<file path="config.mk">
export PLATFORM = sky130hd
export DESIGN_NAME = pio_strobe_timer
export DESIGN_NICKNAME = d
export VERILOG_FILES = /design/src/rtl/pio_timing_pkg.sv /design/src/rtl/pio_cfg_bank.sv /design/src/rtl/pio_time_decode.sv /design/src/rtl/pio_strobe_seq.sv /design/src/rtl/pio_strobe_timer.sv
export SDC_FILE = /design/constraint.sdc
export NUM_CORES = 1
export LEC_CHECK = 0
export ABC_AREA = 1
export CELL_PAD_IN_SITES_DETAIL_PLACEMENT = 1
export CELL_PAD_IN_SITES_GLOBAL_PLACEMENT = 1
export CORE_MARGIN = 8
export CORE_UTILIZATION = 38
export CTS_BUF_LIST = sky130_fd_sc_hd__clkbuf_16
export DETAILED_ROUTE_END_ITERATION = 10
export GPL_ROUTABILITY_DRIVEN = 0
export PLACE_DENSITY_LB_ADDON = 0.1
export RECOVER_POWER = 50
export SYNTH_ARGS = -nofsm -noshare
export SYNTH_HDL_FRONTEND = slang
export SYNTH_SLANG_ARGS = --single-unit
export TNS_END_PERCENT = 10
</file>
<file path="constraint.sdc">
create_clock -name clk -period 1.6 [get_ports clk]
set_input_delay 0.32 -clock clk [delete_from_list [all_inputs] [get_ports clk]]
set_output_delay 0.32 -clock clk [all_outputs]
set_load 0.02 [all_outputs]
</file>
<file path="src/rtl/pio_timing_pkg.sv">
package pio_timing_pkg;

    localparam int BYTE_W = 8;
    localparam int TIM_W  = 2 * BYTE_W;

    typedef enum logic [1:0] {
        SQ_IDLE    = 2'd0,
        SQ_ACTIVE  = 2'd1,
        SQ_RECOVER = 2'd2,
        SQ_DONE    = 2'd3
    } sq_state_e;

endpackage

</file>
<file path="src/rtl/pio_cfg_bank.sv">
module pio_cfg_bank
    import pio_timing_pkg::*;
#(
    parameter int NUM_CHAN      = 2,
    parameter int NUM_UNITS     = 4,
    parameter int ADDR_W        = 8,
    parameter int CTRL_ADDR     = 'h42,
    parameter int STAT_ADDR     = 'h43,
    parameter int TIMING_BASE   = 'h44,
    parameter int CTRL_BIT_BASE = 4
) (
    input  logic                             clk,
    input  logic                             rst_n,
    input  logic                             cfg_wr,
    input  logic [ADDR_W-1:0]                cfg_addr,
    input  logic [BYTE_W-1:0]                cfg_wdata,
    output logic [BYTE_W-1:0]                cfg_rdata,
    input  logic [NUM_CHAN-1:0]              wbuf_busy,
    output logic [NUM_UNITS-1:0][TIM_W-1:0]  timing_o,
    output logic [NUM_UNITS-1:0]             no_iordy_o
);

    typedef struct packed {
        logic [NUM_UNITS-1:0][TIM_W-1:0] tim;
        logic [NUM_UNITS-1:0]            ctl;
        logic [NUM_UNITS-1:0]            pend_ctl;
        logic                            pend;
    } bank_t;

    bank_t bank_d, bank_q;

    logic                 ctl_write;
    logic                 any_busy;
    logic [NUM_UNITS-1:0] wr_ctl_bits;

    function automatic logic [ADDR_W-1:0] rd_byte_addr(input int u);
        return ADDR_W'(TIMING_BASE + 2 * u);
    endfunction

    function automatic logic [ADDR_W-1:0] wr_byte_addr(input int u);
        return ADDR_W'(TIMING_BASE + 2 * u + 1);
    endfunction

    assign ctl_write = cfg_wr && (cfg_addr == ADDR_W'(CTRL_ADDR));
    assign any_busy  = |wbuf_busy;

    always_comb begin
        wr_ctl_bits = '0;
        for (int u = 0; u < NUM_UNITS; u++) begin
            wr_ctl_bits[u] = cfg_wdata[CTRL_BIT_BASE + u];
        end
    end

    // next-state computation
    always_comb begin
        bank_d = bank_q;
        if (ctl_write) begin
            if (any_busy) begin
                bank_d.pend     = 1'b1;
                bank_d.pend_ctl = wr_ctl_bits;
            end else begin
                bank_d.ctl  = wr_ctl_bits;
                bank_d.pend = 1'b0;
            end
        end else if (bank_q.pend && !any_busy) begin
            bank_d.ctl  = bank_q.pend_ctl;
            bank_d.pend = 1'b0;
        end
        if (cfg_wr) begin
            for (int u = 0; u < NUM_UNITS; u++) begin
                if (cfg_addr == rd_byte_addr(u)) begin
                    bank_d.tim[u][BYTE_W-1:0] = cfg_wdata;
                end
                if (cfg_addr == wr_byte_addr(u)) begin
                    bank_d.tim[u][TIM_W-1:BYTE_W] = cfg_wdata;
                end
            end
        end
    end

    always_ff @(posedge clk) begin
        if (!rst_n) begin
            bank_q <= '0;
        end else begin
            bank_q <= bank_d;
        end
    end

    // read-back multiplexer
    always_comb begin
        cfg_rdata = '0;
        if (cfg_addr == ADDR_W'(CTRL_ADDR)) begin
            for (int u = 0; u < NUM_UNITS; u++) begin
                cfg_rdata[CTRL_BIT_BASE + u] = bank_q.ctl[u];
            end
        end
        if (cfg_addr == ADDR_W'(STAT_ADDR)) begin
            cfg_rdata[NUM_CHAN-1:0] = wbuf_busy;
        end
        for (int u = 0; u < NUM_UNITS; u++) begin
            if (cfg_addr == rd_byte_addr(u)) begin
                cfg_rdata = bank_q.tim[u][BYTE_W-1:0];
            end
            if (cfg_addr == wr_byte_addr(u)) begin
                cfg_rdata = bank_q.tim[u][TIM_W-1:BYTE_W];
            end
        end
    end

    assign timing_o   = bank_q.tim;
    assign no_iordy_o = bank_q.ctl;

    AST_CTRL_FROZEN_BUSY: assert property (@(posedge clk) disable iff (!rst_n)
        any_busy |=> $stable(bank_q.ctl));

    AST_PEND_DRAIN: assert property (@(posedge clk) disable iff (!rst_n)
        (bank_q.pend && !any_busy && !ctl_write) |=> (bank_q.ctl == $past(bank_q.pend_ctl)));

    AST_NO_PEND_WHEN_IDLE: assert property (@(posedge clk) disable iff (!rst_n)
        (!any_busy) |=> !bank_q.pend);

endmodule

</file>
<file path="src/rtl/pio_time_decode.sv">
module pio_time_decode
    import pio_timing_pkg::*;
#(
    parameter int CNT_W   = 5,
    parameter int ACT_MAX = 17,
    parameter int REC_MAX = 16
) (
    input  logic [BYTE_W-1:0] tbyte,
    output logic [CNT_W-1:0]  act_clks,
    output logic [CNT_W-1:0]  rec_clks
);

    localparam int NIB_W = BYTE_W / 2;

    logic [NIB_W-1:0] act_code;
    logic [NIB_W-1:0] rec_code;

    assign act_code = tbyte[NIB_W-1:0];
    assign rec_code = tbyte[BYTE_W-1:NIB_W];

    // stored fields are complements of the clock counts
    assign act_clks = CNT_W'(ACT_MAX) - CNT_W'(act_code);
    assign rec_clks = CNT_W'(REC_MAX) - CNT_W'(rec_code);

endmodule

</file>
<file path="src/rtl/pio_strobe_seq.sv">
module pio_strobe_seq
    import pio_timing_pkg::*;
#(
    parameter int CNT_W = 5
) (
    input  logic             clk,
    input  logic             rst_n,
    input  logic             req_valid,
    input  logic             req_write,
    input  logic [CNT_W-1:0] act_clks,
    input  logic [CNT_W-1:0] rec_clks,
    input  logic             honour_iordy,
    input  logic             iordy,
    output logic             req_ready,
    output logic             dior_n,
    output logic             diow_n,
    output logic             cyc_done
);

    typedef struct packed {
        sq_state_e        st;
        logic [CNT_W-1:0] cnt;
        logic [CNT_W-1:0] rec;
        logic             wr;
        logic             wait_rdy;
    } seq_t;

    seq_t seq_d, seq_q;

    always_comb begin
        seq_d = seq_q;
        unique case (seq_q.st)
            SQ_IDLE: begin
                if (req_valid) begin
                    seq_d.st       = SQ_ACTIVE;
                    seq_d.cnt      = act_clks - CNT_W'(1);
                    seq_d.rec      = rec_clks;
                    seq_d.wr       = req_write;
                    seq_d.wait_rdy = honour_iordy;
                end
            end
            SQ_ACTIVE: begin
                if (seq_q.cnt != '0) begin
                    seq_d.cnt = seq_q.cnt - CNT_W'(1);
                end else if (!(seq_q.wait_rdy && !iordy)) begin
                    seq_d.st  = SQ_RECOVER;
                    seq_d.cnt = seq_q.rec - CNT_W'(1);
                end
            end
            SQ_RECOVER: begin
                if (seq_q.cnt != '0) begin
                    seq_d.cnt = seq_q.cnt - CNT_W'(1);
                end else begin
                    seq_d.st = SQ_DONE;
                end
            end
            SQ_DONE: begin
                seq_d.st = SQ_IDLE;
            end
            default: seq_d.st = SQ_IDLE;
        endcase
    end

    always_ff @(posedge clk) begin
        if (!rst_n) begin
            seq_q <= '0;
        end else begin
            seq_q <= seq_d;
        end
    end

    assign req_ready = (seq_q.st == SQ_IDLE);
    assign dior_n    = !((seq_q.st == SQ_ACTIVE) && !seq_q.wr);
    assign diow_n    = !((seq_q.st == SQ_ACTIVE) &&  seq_q.wr);
    assign cyc_done  = (seq_q.st == SQ_DONE);

    AST_NO_DUAL_STROBE: assert property (@(posedge clk) disable iff (!rst_n)
        (dior_n || diow_n));

    AST_ACCEPT_STROBE: assert property (@(posedge clk) disable iff (!rst_n)
        (req_ready && req_valid) |=> (dior_n != diow_n));

    AST_DONE_SINGLE: assert property (@(posedge clk) disable iff (!rst_n)
        cyc_done |=> (!cyc_done && req_ready));

    AST_RECOVER_TO_DONE: assert property (@(posedge clk) disable iff (!rst_n)
        (seq_q.st == SQ_RECOVER && seq_q.cnt == '0) |=> cyc_done);

    AST_IORDY_HOLD: assert property (@(posedge clk) disable iff (!rst_n)
        (seq_q.st == SQ_ACTIVE && seq_q.cnt == '0 && seq_q.wait_rdy && !iordy)
        |=> (dior_n != diow_n));

endmodule

</file>
<file path="src/rtl/pio_strobe_timer.sv">
module pio_strobe_timer
    import pio_timing_pkg::*;
#(
    parameter int NUM_CHAN     = 2,
    parameter int DEV_PER_CHAN = 2,
    parameter int ADDR_W       = 8,
    parameter int CNT_W        = 5
) (
    input  logic                clk,
    input  logic                rst_n,
    input  logic                cfg_wr,
    input  logic [ADDR_W-1:0]   cfg_addr,
    input  logic [BYTE_W-1:0]   cfg_wdata,
    output logic [BYTE_W-1:0]   cfg_rdata,
    input  logic [NUM_CHAN-1:0] wbuf_busy,
    input  logic                req_valid,
    input  logic                req_chan,
    input  logic                req_dev,
    input  logic                req_write,
    output logic                req_ready,
    input  logic                iordy,
    output logic                dior_n,
    output logic                diow_n,
    output logic                cyc_done
);

    localparam int NUM_UNITS = NUM_CHAN * DEV_PER_CHAN;
    localparam int UNIT_W    = $clog2(NUM_UNITS);

    logic [NUM_UNITS-1:0][TIM_W-1:0] timing_all;
    logic [NUM_UNITS-1:0]            no_iordy;
    logic [UNIT_W-1:0]               unit_idx;
    logic [BYTE_W-1:0]               sel_byte;
    logic [CNT_W-1:0]                act_clks;
    logic [CNT_W-1:0]                rec_clks;

    assign unit_idx = UNIT_W'(req_chan) * UNIT_W'(DEV_PER_CHAN) + UNIT_W'(req_dev);
    assign sel_byte = req_write ? timing_all[unit_idx][TIM_W-1:BYTE_W]
                                : timing_all[unit_idx][BYTE_W-1:0];

    pio_cfg_bank #(
        .NUM_CHAN  (NUM_CHAN),
        .NUM_UNITS (NUM_UNITS),
        .ADDR_W    (ADDR_W)
    ) u_bank (
        .clk        (clk),
        .rst_n      (rst_n),
        .cfg_wr     (cfg_wr),
        .cfg_addr   (cfg_addr),
        .cfg_wdata  (cfg_wdata),
        .cfg_rdata  (cfg_rdata),
        .wbuf_busy  (wbuf_busy),
        .timing_o   (timing_all),
        .no_iordy_o (no_iordy)
    );

    pio_time_decode #(
        .CNT_W (CNT_W)
    ) u_decode (
        .tbyte    (sel_byte),
        .act_clks (act_clks),
        .rec_clks (rec_clks)
    );

    pio_strobe_seq #(
        .CNT_W (CNT_W)
    ) u_seq (
        .clk          (clk),
        .rst_n        (rst_n),
        .req_valid    (req_valid),
        .req_write    (req_write),
        .act_clks     (act_clks),
        .rec_clks     (rec_clks),
        .honour_iordy (!no_iordy[unit_idx]),
        .iordy        (iordy),
        .req_ready    (req_ready),
        .dior_n       (dior_n),
        .diow_n       (diow_n),
        .cyc_done     (cyc_done)
    );

    AST_RESET_IDLE: assert property (@(posedge clk)
        (!rst_n) |=> (req_ready && dior_n && diow_n && !cyc_done));

endmodule

</file>
==> impl_results.md, run 1 <==
- Worst-Margin Slew: 408 ps
- Clk sink count: 87
- Register bit count reported by yosys: 87
- Status: complete, but fails checks
- Worst reg2reg endpoint: u_seq.seq_q[9]
- Setup violations, final: 16
- Vias in the first global route: 5,893
- Hold Fails Final Rpt: 0
- Antenna violations before repair: 0
- # Max-Cap Violations: 0
- Element type at the critical path end: output pin
- Leak pwr: 2.75 nW
- CTS Buf Count: 9
- Final net count: 890
- Clk root buf: clkbuf_16
- Critical Path Source: cfg_addr[4]
- DP Wirelength: 14.2 mm
- CP Capture Point: cfg_rdata[4]
- HP Start: u_bank.timing_o[17]
- Grt total ovfl: 0
- Cell with the most instances after synthesis: a21oi_1
- Top Ports: 38
- Register area share after synthesis: 36.0%
- Yosys top cell area share: 36.0%
- Most frequent cells after synthesis: a21oi_1 (127), nand2_1 (105), o21ai_0 (101), inv_1 (96), dfxtp_1 (87)
- Post-Synth XOR/XNOR Area: 0.725%
- CTS tree: done
- Drt wl/cell: 19.1 µm
- Post-route DRC: 0
- Critical R2R Launch: u_bank.timing_o[16]
- Failing checks: negative setup slack
- Clock transition at path regs: 60 ps
- CTS Hold Buffers Added: 0
- P&R area growth vs syn: 45.3%
- Iter 0 DRT Violations: 284
- Rows: 41
- PD cells: 936 nW/µm²
- Worst-skew pair later-pin latency: 340 ps
- F_max: 458 MHz
- Synthesized netlist cell count: 705
- Bufs on Longest Clock Path: 2
- Non-filler cells, final: 1,033
- TritonRoute pass-1 iters: 6
- Final Max Slew Viols: 0
- Share of cells above drive strength 1: 33.2%
- Top post-synthesis cells by area: dfxtp_1 (36%), a21oi_1 (13%), o21ai_0 (10%), nand2_1 (8.2%), inv_1 (7.5%)
- Yosys cell types: 40
- R2r setup slk: -130 ps
- Die extent in y: 129 µm
- Req. time, crit path: 1280 ps
- Total GRT Usage: 23.8%
- Die Width: 129 µm
- CP arrival: 1860 ps
- DRT Wirelength: 19.7 mm
- Antenna diodes: 0
- Post-synth EDFFs: 0
- Syn avg cell area: 6.86 µm²
- Final Worst Setup Slack: -582 ps
- Mux cell area share after synthesis: 0%
- CTS H-tree depth: 3
- Async set or reset register ratio after synthesis: 0%
- Detail-routed via count per cell: 5.43
- Synth Area in Compound Gates: 30.1%
- Fin Setup TNS: -4360 ps
- Worst Skew: 10.4 ps
- Placed cell count: 1,010
- Core ar.: 12,500 µm²
- DIE AREA: 16,600 µm²
- Yosys warning count: 0
- Syn_nets: 739
- R2R cell count: 10
- Crit Path Class: in -> out
- Critical-path maximum fanout: 4
- Synthesized area: 4830 µm²
- Antenna Nets Post-Route: 0
- Max-slew headroom: 72.5%
- Initial core utilization: 38.6%
- Period utilization: 136%
- Worst IR Drop VDD: 0.419 mV
- Number of port buffers: 37
- Largest family of logic cells by synthesized area: compound AO/OA/AOI/OAI gates
- Post-Synth Simple-Gate Area: 18.7%
- RSZ-0062 raised after global routing: yes
- Via Count: 5,612
- Worst hold path class: reg -> reg
- Min Tclk post-route: 2180 ps
- Area leader, netlist: dfxtp_1
- Core Util, Final: 56.1%
- Largest net degree at the start of global routing: 54
- First-pass GRT wire length: 30.9 mm
- Startpoint type of the worst setup path: primary input
- Main synth FF type: dfxtp_1
- Post-Synth Adder-Cell Area: 2.07%
[placed cells by master (no fill, tap or decap), types with 6 or more instances in the layout]
master and n:
nor2_1 15, dfxtp_1 84, inv_2 16, o21ai_0 80, clkdlybuf4s50_1 15, buf_4 128, nor2_4 9, nand3_1 38
o211ai_1 7, buf_6 14, inv_1 81, buf_12 10, nand2_1 81, o21ai_1 24, nand2_2 23, a21oi_1 116
a21oi_2 10, a31oi_1 6, clkbuf_16 9
[metal layers]
| metal | share of wire [%] | up-vias | routed length (µm) | GRT usage, % |
|---|---|---|---|---|
| li1 | - | 2680 | - | - |
| met1 | 42 | 2737 | 8320 | 27.2 |
| met2 | 51 | 140 | 10000 | 42.5 |
| met3 | 3.9 | 55 | 762 | 4.14 |
| met4 | 3.1 | 0 | 607 | 10.7 |
| met5 | 0 | - | 0 | 0 |
[metrics by stage]
step / power [W] / worst slack, ps / hold WS [ps] / cell area (µm²)
2_1_floorplan: 0.00352 / -190 / 434 / 4850
3_3_place_gp: 0.00442 / -1390 / 454 / 6330
3_5_place_dp: 0.00452 / -1410 / 461 / 6330
4_1_cts: 0.00655 / -546 / 469 / 6850
5_1_grt: 0.00697 / -672 / 500 / 7030
6_report: 0.00657 / -582 / 474 / 7030
[sequential cells by signal, summed over array words and instances (netlist names)]
name               count
u_bank.no_iordy_o      4
u_seq.seq_q           14
u_bank.bank_q          5
u_bank.timing_o       64
[layout make-up]
cell class              instances  area [µm²]
flip-flops and latches         87        1750
clock inverters                 7        37.5
inverters                     105         422
multi-input cells             478        2840
well taps                     172         215
clock buffers                   9         225
repair buffers                175        1540
fillers                      1621        5490
[logic make-up (layout without fill, tap and decap cells)]
group / count (synthesis) / count (layout)
xor+xnor: 4 / 4
simple gates: 196 / 196
fa+ha+maj: 8 / 8
buf+inv: 140 / 296
compound gates: 270 / 270
flops: 87 / 87
[power by group]
| part | leakage (nW) | switching (W) | internal (W) | total (W) |
|---|---|---|---|---|
| Sequential | 0.705 | 0.0000857 | 0.00230 | 0.00239 |
| Clock | 0.128 | 0.000896 | 0.00104 | 0.00193 |
| Combinational | 1.92 | 0.00125 | 0.00100 | 0.00225 |
| Total | 2.75 | 0.00223 | 0.00434 | 0.00657 |
[how the worst min path moves through the flow]
stage	end	slack, ps	depth (start not counted)
finish	u_bank.timing_o[17]	470	2
global route	u_bank.timing_o[17]	500	2
CTS	u_bank.timing_o[32]	470	2
detailed placement	u_bank.timing_o[32]	460	2
global placement	u_bank.timing_o[32]	450	2
floorplan	u_bank.timing_o[42]	430	2
[what timing repair did]
| item | 4_1_cts | 5_1_grt |
|---|---|---|
| endpoints found under the setup margin | 95 | 45 |
| buffers inserted | 3 | 3 |
| gates cloned | 1 | 0 |
| gates resized for setup | 180 | 55 |
| pin swaps | 35 | 21 |
[critical path, cell delays in order]
cell and delay, ps:
buf_6 70, inv_2 30, nand2_2 80, nor2_4 50
buf_6 130, buf_16 130, nand2_8 60, inv_4 40
nand2_2 50, o211ai_1 140, a21oi_2 190, o21ai_1 130
a21oi_2 150, o2111ai_2 130, buf_6 160
Power figures use the tool's default switching activity.
==> inputs of run 2 (changes only) <==
==> constraint.sdc (replaced) <==
create_clock -name clk -period 2 [get_ports clk]
set_input_delay 0.4 -clock clk [delete_from_list [all_inputs] [get_ports clk]]
set_output_delay 0.4 -clock clk [all_outputs]
set_load 0.02 [all_outputs]
==> impl_results.md, run 2 (synthesis results as in run 1) <==
- Final net count: 853
- CTS H-tree depth: 3
- P&R area growth vs syn: 36.9%
- Iter 0 DRT Violations: 319
- Placed cell count: 968
- Core ar.: 12,500 µm²
- Max FFs per register: 64
- Largest net degree at the start of global routing: 60
- Die extent in y: 129 µm
- Commonest non-fill, non-tap cell in the layout: a21oi_1
- Failing checks: negative setup slack
- Total GRT Usage: 23.2%
- Met3 usage: 3.23%
- Antenna violations before repair: 0
- Crit Path Class: in -> out
- Grt total ovfl: 0
- Setup violations, final: 8
- Antenna diodes: 0
- Highest-count cells in the layout ignoring fill and taps: a21oi_1 (121), buf_4 (95), nand2_1 (94)
- Drt wl/cell: 19.1 µm
- R2R cell count: 11
- Bufs on Longest Clock Path: 2
- Worst reg2reg endpoint: u_seq.seq_q[10]
- Clock transition at path regs: 70 ps
- Status: complete, but fails checks
- CP arrival: 1910 ps
- CTS Hold Buffers Added: 0
- Number of port buffers: 37
- Vias in the first global route: 5,655
- DP Wirelength: 13.7 mm
- CTS Buf Count: 9
- First-pass GRT wire length: 29.8 mm
- Via Count: 5,410
- Die Width: 129 µm
- F_max: 432 MHz
- Hold Fails Final Rpt: 0
- CTS tree: done
- Global Route met2 Usage: 41.3%
- Max-slew headroom: 59.3%
- Multi-input logic area: 2730 µm²
- Clk sink count: 87
- Post-route DRC: 0
- Pwr Total: 0.00516 W
- TritonRoute pass-1 iters: 4
- Final Worst Setup Slack: -314 ps
- Req. time, crit path: 1600 ps
- Final Max Slew Viols: 0
- DIE AREA: 16,600 µm²
- PD cells: 780 nW/µm²
- Layout fillers: 1,607
- Met1 Use GR: 27.6%
- WHS Path Cells: 2
- Post-Place Cell Area: 5960 µm²
- Post-route cell area: 6620 µm²
- # Max-Cap Violations: 0
- Min Tclk post-route: 2310 ps
- RSZ-0062 raised after global routing: yes
- Antenna Nets Post-Route: 0
- Critical-path maximum fanout: 6
- Critical R2R Launch: u_seq.seq_q[7]
- Clk root buf: clkbuf_16
- Period utilization: 116%
- Worst IR Drop VDD: 0.392 mV
- Detail-routed via count per cell: 5.43
- Worst hold path class: reg -> reg
- Worst Skew: 4.02 ps
- GR peak layer: met2
- HP Start: u_bank.timing_o[46]
- DRT Wirelength: 19.0 mm
- Initial core utilization: 38.6%
- R2r setup slk: 170 ps
- Non-filler cells, final: 996
- Element type at the critical path end: output pin
- Hold path endpoint: u_bank.timing_o[46]
- Share of cells above drive strength 1: 25.7%
- Worst-skew pair later-pin latency: 360 ps
- Total area of sequential cells: 1740 µm²
- Worst-Margin Slew: 611 ps
- Rows: 41
- Top Ports: 38
- Leak pwr: 2.59 nW
- Startpoint type of the worst setup path: primary input
- Core Util, Final: 52.9%
- Hold slack final: 479 ps
==> run 2: changes by cell type in the layout (fill, tap and decap cells not counted), sizes merged <==
cell,delta
buf,-39
clkinv,-4
bufinv,+2
clkdlybuf4s50,-2
dlygate4sd2,+2
dlymetal6s2s,+2
inv,+2
clkdlybuf4s15,-1
dlygate4sd3,+1
==> run 2: report_power, final <==
group | internal, W | leakage, nW | switching (W) | total [W]
registers | 0.00184 | 0.704 | 0.0000710 | 0.00191
clock network | 0.00109 | 0.158 | 0.000758 | 0.00185
logic | 0.000516 | 1.73 | 0.000894 | 0.00141
total | 0.00344 | 2.59 | 0.00172 | 0.00516
==> run 2: metrics by stage <==
| stage | TNS (ps) | setup slack, ps |
|---|---|---|
| floorplan | 0 | 14.9 |
| global placement | -25860 | -1150 |
| detailed placement | -29850 | -1150 |
| CTS | -2130 | -316 |
| global route | -2740 | -402 |
| finish | -2100 | -314 |
==> run 2: area by class of cell <==
type / count / share of cell area, %
Tap cell: 172 / 3.25
Clock buffer: 9 / 3.40
Sequential cell: 87 / 26.3
Timing Repair Buffer: 138 / 18.3
Inverter: 105 / 6.22
Clock inverter: 7 / 1.34
Multi-Input combinational cell: 478 / 41.2
==> run 2: how the worst max path moves through the flow <==
stage                 from      endpoint  slack (ps)  cells past startpoint
2_1_floorplan  cfg_addr[7]  cfg_rdata[5]          10                     16
3_3_place_gp   cfg_addr[7]  cfg_rdata[6]       -1150                     11
3_5_place_dp   cfg_addr[3]  cfg_rdata[1]       -1150                     10
4_1_cts        cfg_addr[5]  cfg_rdata[5]        -320                     18
5_1_grt        cfg_addr[6]  cfg_rdata[3]        -400                     13
6_report       cfg_addr[6]  cfg_rdata[3]        -310                     13
==> run 2: per-layer routing <==
metal / share of wire, % / vias to the layer above
li1: - / 2604
met1: 43 / 2673
met2: 50 / 104
met3: 4.3 / 29
met4: 2.4 / 0
met5: 0 / -
==> run 2: worst max-delay path: stages <==
cell and delay [ps]:
buf_2 100, nand2_2 80, nor2_4 50, buf_12 140, buf_12 140, nand2_8 80
buf_4 110, o22ai_1 60, a21oi_1 150, o21ai_1 110, a21oi_2 160, o2111ai_2 150
buf_6 160
==> run 2: what timing repair did <==
| action | in CTS | in global routing |
|---|---|---|
| pin swaps | 19 | 17 |
| buffers inserted | 11 | 1 |
| gates cloned | 0 | 0 |
| gates resized for setup | 136 | 33 |
| setup endpoints to repair | 26 | 18 |
